**src/rtl/retry_limit_pkg.sv**
```systemverilog
package retry_limit_pkg;
  localparam int CTL_W   = 32;
  localparam int SEL_N   = 4;
  localparam int SUPR_POS = 0;

  // select positions, ordered from largest to smallest threshold
  function automatic int sel_pos(input int idx);
    case (idx)
      0: sel_pos = 31;
      1: sel_pos = 24;
      2: sel_pos = 16;
      default: sel_pos = 8;
    endcase
  endfunction

  function automatic logic [CTL_W-1:0] sel_mask();
    logic [CTL_W-1:0] m;
    m = '0;
    for (int i = 0; i < SEL_N; i++) m[sel_pos(i)] = 1'b1;
    return m;
  endfunction

  function automatic logic [CTL_W-1:0] wr_mask();
    logic [CTL_W-1:0] m;
    m = sel_mask();
    m[SUPR_POS] = 1'b1;
    return m;
  endfunction

  // threshold = 2^(lowest set select position); 0 means unlimited
  function automatic logic [CTL_W:0] limit_of(input logic [CTL_W-1:0] ctl);
    logic [CTL_W:0] lim;
    lim = '0;
    for (int i = 0; i < SEL_N; i++)
      if (ctl[sel_pos(i)]) lim = (CTL_W+1)'(1) << sel_pos(i);
    return lim;
  endfunction
endpackage

```
**src/rtl/retry_ctl_reg.sv**
```systemverilog
module retry_ctl_reg
  import retry_limit_pkg::*;
(
  input  logic             clk,
  input  logic             rst_n,
  input  logic             we,
  input  logic [CTL_W-1:0] wdata,
  output logic [CTL_W-1:0] rdata
);
  localparam logic [CTL_W-1:0] MASK = wr_mask();

  always_ff @(posedge clk or negedge rst_n) begin
    if (!rst_n)  rdata <= '0;
    else if (we) rdata <= wdata & MASK;
  end
endmodule

```
**src/rtl/retry_counter.sv**
```systemverilog
module retry_counter #(
  parameter int CNT_W = 32
) (
  input  logic             clk,
  input  logic             rst_n,
  input  logic             retry_evt,
  input  logic             clear,
  input  logic [CNT_W:0]   limit,
  output logic             expire,
  output logic [CNT_W-1:0] cnt
);
  logic [CNT_W:0] nxt;

  always_comb begin
    nxt    = {1'b0, cnt} + 1'b1;
    expire = retry_evt && !clear && (limit != '0) && (nxt == limit);
  end

  always_ff @(posedge clk or negedge rst_n) begin
    if (!rst_n)                        cnt <= '0;
    else if (clear || expire)          cnt <= '0;
    else if (retry_evt && !(&cnt))     cnt <= nxt[CNT_W-1:0];
  end
endmodule

```
**src/rtl/retry_status.sv**
```systemverilog
module retry_status (
  input  logic clk,
  input  logic rst_n,
  input  logic expire,
  input  logic suppress,
  input  logic serr_en,
  input  logic w1c,
  output logic discard_pulse,
  output logic serr_out,
  output logic serr_stat_set,
  output logic exp_flag
);
  logic serr_ok;
  assign serr_ok = expire && !suppress && serr_en;

  always_ff @(posedge clk or negedge rst_n) begin
    if (!rst_n) begin
      discard_pulse <= 1'b0;
      serr_out      <= 1'b0;
      serr_stat_set <= 1'b0;
      exp_flag      <= 1'b0;
    end else begin
      discard_pulse <= expire;
      serr_out      <= serr_ok;
      serr_stat_set <= serr_ok;
      if (expire)   exp_flag <= 1'b1;
      else if (w1c) exp_flag <= 1'b0;
    end
  end
endmodule

```
**src/rtl/retry_limit_guard.sv**
```systemverilog
module retry_limit_guard
  import retry_limit_pkg::*;
#(
  parameter int CNT_W = CTL_W
) (
  input  logic             clk,
  input  logic             rst_n,
  input  logic             ctl_we,
  input  logic [CTL_W-1:0] ctl_wdata,
  output logic [CTL_W-1:0] ctl_rdata,
  input  logic             retry_evt,
  input  logic             xact_done,
  input  logic             cmd_serr_en,
  input  logic             exp_flag_w1c,
  output logic             discard_pulse,
  output logic             serr_out,
  output logic             serr_stat_set,
  output logic             exp_flag
);
  localparam int LIM_W = CNT_W + 1;

  logic [LIM_W-1:0] lim_val;
  logic             expire_evt;
  logic [CNT_W-1:0] ret_cnt;

  assign lim_val = LIM_W'(limit_of(ctl_rdata));

  retry_ctl_reg u_reg (
    .clk(clk), .rst_n(rst_n), .we(ctl_we), .wdata(ctl_wdata), .rdata(ctl_rdata)
  );

  retry_counter #(.CNT_W(CNT_W)) u_cnt (
    .clk(clk), .rst_n(rst_n), .retry_evt(retry_evt), .clear(xact_done),
    .limit(lim_val), .expire(expire_evt), .cnt(ret_cnt)
  );

  retry_status u_st (
    .clk(clk), .rst_n(rst_n), .expire(expire_evt),
    .suppress(ctl_rdata[SUPR_POS]), .serr_en(cmd_serr_en), .w1c(exp_flag_w1c),
    .discard_pulse(discard_pulse), .serr_out(serr_out),
    .serr_stat_set(serr_stat_set), .exp_flag(exp_flag)
  );
endmodule

```
**config.mk**
```make
export PLATFORM = sky130hd
export DESIGN_NAME = retry_limit_guard
export DESIGN_NICKNAME = d
export VERILOG_FILES = /design/src/rtl/retry_limit_pkg.sv /design/src/rtl/retry_ctl_reg.sv /design/src/rtl/retry_counter.sv /design/src/rtl/retry_status.sv /design/src/rtl/retry_limit_guard.sv
export SDC_FILE = /design/constraint.sdc
export NUM_CORES = 1
export LEC_CHECK = 0
export ABC_AREA = 1
export BUFFER_PORTS_ARGS = -buffer_cell sky130_fd_sc_hd__buf_2
export CORE_UTILIZATION = 40
export DETAILED_ROUTE_END_ITERATION = 8
export SLEW_MARGIN = 5
export SYNTH_ARGS = -nofsm -noshare
export SYNTH_HDL_FRONTEND = slang
export SYNTH_SLANG_ARGS = --single-unit
```
**constraint.sdc**
```tcl
create_clock -name clk -period 2.65 [get_ports clk]
set_input_delay 0.1325 -clock clk [delete_from_list [all_inputs] [get_ports clk]]
set_output_delay 0.1325 -clock clk [all_outputs]
set_load 0.1 [all_outputs]
```
==> flow_metrics.py <==
metrics = {
    "status": {
        "outcome": "complete, no violations",
    },
    "timing": {
        "tightest_slew_ns": 0.940,
        "grt_setup_unrepaired": "no",
        "clock_skew_ns": 0.00673,
        "fin_crit_sh_pct": 91.2,
        "timing.final.ws_setup_ns": 0.233,
        "min_period_ns": 2.42,
        "setup_viol": 0,
        "timing.slew.headroom_pct": 37.4,
        "slew_violations": 0,
        "setup_tns_ns": 0,
        "finalHoldViolCount": 0,
        "clock.fmax_mhz": 414,
    },
    "setup_path": {
        "crit_required_ns": 2.85,
        "cp_max_fo": 17,
        "endpoint_kind": "flop",
        "arrival_ns": 2.62,
        "timing.rr.start": "u_cnt.cnt[1]$_DFFE_PN0P_",
        "cp-endpoint": "u_cnt.cnt[21]$_DFFE_PN0P_",
        "crit_path_start": "u_cnt.cnt[1]$_DFFE_PN0P_",
        "timing.rr.end": "u_cnt.cnt[21]$_DFFE_PN0P_",
        "r2r_slack_ns": 0.23,
        "reg2reg_depth": 15,
        "worstSetupPathType": "reg2reg",
        "setup.worst_path.start_class": "flop",
    },
    "clock_network": {
        "numCtsBuffers": 5,
        "clock_path_buffers": 2,
        "cts_root_buf": "clkbuf_8",
        "cts.sinks": 40,
        "h-tree-depth": 2,
        "clk_latency_ns": 0.31,
        "clkTransAtPathRegs_ns": 0.09,
        "cts_tree": "built",
    },
    "synth": {
        "netlist.area_leader.share_pct": 31.3,
        "ys_warn_count": 0,
        "yosysMostFrequentCell": "nand2_1",
        "synth_seq_cells": 40,
        "yosysTopAreaCell": "dfrtp_1",
        "ys_seq_area_share_pct": 31.3,
        "synth_area_leaders": "dfrtp_1 31%, nand2_1 18%, nor2_1 9.6%, inv_1 8.0%, buf_4 6.8%",
        "synthFlopType": "dfrtp_1",
        "syn_inst": 498,
        "async_flop_share_pct": 100,
        "avgSynthCellArea_sq_um": 6.41,
        "ys_types": 30,
        "syn_area_sq_um": 3190,
        "synthTopCellsByCount": "149 x nand2_1, 82 x nor2_1, 68 x inv_1, 40 x dfrtp_1, 29 x buf_4",
        "synth-edff-count": 0,
    },
    "place": {
        "gp_routability_congestion": 0.876,
        "dp_slack_ns": 0.229,
        "placedCellCount": 611,
        "dpl-instance-area_sq_um": 3300,
        "dp_hpwl_mm": 5.38,
        "portBuffers": 20,
    },
    "global_routing": {
        "grt_max_degree": 41,
        "grt_overflow": 0,
        "grt_first_pass_wirelength_mm": 12.2,
        "grt_usage_pct": 18.5,
        "antenna_found_initial": 0,
        "grt_pass1_vias": 2644,
    },
    "power": {
        "total_power_mw": 1.40,
        "power_density_nw_per_um2": 408,
        "ir_drop_mv": 0.231,
        "p_leak_nw": 1.57,
    },
    "floorplanning": {
        "die_area_sq_um": 8350,
        "io_pins": 75,
        "initial_core_util_pct": 41.3,
        "chipHeight_um": 91.4,
        "core_area_sq_um": 7730,
        "die_w_um": 91.4,
        "rows": 32,
    },
    "flow_run": {
        "max_cap_viol_count": 0,
    },
    "drt": {
        "dr.pass1.iters": 4,
        "drtAntennaViolNets": 0,
        "wire_per_inst_um": 11.3,
        "num_vias": 2830,
        "drtIter0Drc": 132,
        "route.detailed.drc": 0,
        "wirelength_mm": 7.05,
        "viasPerCell": 4.56,
    },
    "cells_and_area": {
        "area_growth_pct": 7.13,
        "antenna_cells": 0,
        "final_area_sq_um": 3420,
        "drive_gt1_share_pct": 12.1,
        "layoutNonFillerInstCount": 621,
        "fin_nets": 559,
    },
    "hold_path": {
        "hold_depth": 3,
        "min_path_type": "in2reg",
    },
}
## worst min-delay path by stage
| stage | startpoint | endpoint | slack (ns) |
|---|---|---|---|
| finish | ctl_wdata[8] | u_reg.rdata[8]$_DFFE_PN0P_ | 0.03 |
| global route | ctl_wdata[16] | u_reg.rdata[16]$_DFFE_PN0P_ | 0.04 |
| CTS | ctl_wdata[8] | u_reg.rdata[8]$_DFFE_PN0P_ | 0.02 |
| detailed placement | exp_flag_w1c | u_st.exp_flag$_DFFE_PN0P_ | 0.33 |
| global placement | exp_flag_w1c | u_st.exp_flag$_DFFE_PN0P_ | 0.33 |
| floorplan | rst_n | u_cnt.cnt[0]$_DFFE_PN0P_ | -0.16 |
## cell type report
| cell class | instances | area [sq um] |
|---|---|---|
| multi-input combinational | 376 | 1750 |
| fill | 816 | 4310 |
| timing repair buffer | 26 | 188 |
| inverter | 69 | 259 |
| tap | 102 | 128 |
| clock inverter | 3 | 23.8 |
| clock buffer | 5 | 68.8 |
| sequential | 40 | 1000 |
## repair_timing
| action | 4_1_cts | 5_1_grt |
|---|---|---|
| endpoints found under the setup margin | 0 | 32 |
| gates resized for setup | 0 | 3 |
| hold endpoints to repair | 19 | 0 |
| setup buffers | 0 | 0 |
| hold buffers | 2 | 0 |
## where the power goes
| group | internal, mW | switching (mW) |
|---|---|---|
| logic | 0.0424 | 0.288 |
| clock network | 0.187 | 0.248 |
| registers | 0.620 | 0.0101 |
| total | 0.849 | 0.546 |
## cells in the final DEF, fill, tap and decap left out, types with 2 or more instances in the layout
| cell type | instances |
|---|---|
| nand2_2 | 7 |
| nor2_1 | 81 |
| clkbuf_8 | 5 |
| conb_1 | 27 |
| a21oi_1 | 14 |
| nand2_1 | 149 |
| inv_1 | 68 |
| o21bai_1 | 2 |
| nor2_4 | 5 |
| dlygate4sd3_1 | 2 |
| xor2_1 | 4 |
| nand3b_1 | 10 |
| o21ai_0 | 24 |
| dfrtp_1 | 39 |
| xnor2_1 | 3 |
| clkinvlp_4 | 2 |
| nand4_1 | 7 |
| ha_1 | 2 |
| buf_2 | 20 |
| nand3_1 | 21 |
| nor2_2 | 13 |
| buf_12 | 3 |
## registers in the layout (all words and copies together), names as in the netlist
| name | count |
|---|---|
| u_reg.rdata | 5 |
| u_st.discard_pulse | 1 |
| u_st.serr_out | 1 |
| u_cnt.cnt | 32 |
| u_st.exp_flag | 1 |
## through the flow
step,hold WS (ns),util (%)
5_1_grt,0.0407,44.3
3_5_place_dp,0.332,42.7
6_report,0.0273,44.3
3_3_place_gp,0.332,42.7
4_1_cts,0.0167,44.2
2_1_floorplan,-0.163,-
## critical path, stage by stage, from the launching register on
cell and delay (ns):
dfrtp_1 0.42, ha_1 0.23, nand3_2 0.15, inv_2 0.10, nand2_2 0.13, o21ai_0 0.18
nand2_1 0.09, nor2_1 0.15, nand2_1 0.07, nor2_1 0.13, nand2_1 0.07, nor2_2 0.13
nand2_2 0.12, nand2_4 0.11, buf_12 0.16, nor2_1 0.05
## layer usage
| metal | routed length, um | share of wire [%] | vias up | global-route usage [%] |
|---|---|---|---|---|
| li1 | - | - | 1502 | - |
| met1 | 3320 | 47 | 1269 | 24.4 |
| met2 | 3260 | 46 | 46 | 30.1 |
| met3 | 308 | 4.4 | 13 | 3.02 |
| met4 | 149 | 2.1 | 0 | 7.80 |
| met5 | 0 | 0 | - | 0 |
## cell families after synthesis
family	count (synthesis)	share of synthesized area (%)
other	1	0.117
flip-flops	40	31.3
XOR/XNOR	9	3.13
AND/OR/NAND/NOR	297	41.0
adder cells (fa/ha/maj)	2	0.783
AO/OA/AOI/OAI	41	6.58
buffers and inverters	108	17.1
(Power assumes the default switching activity.)
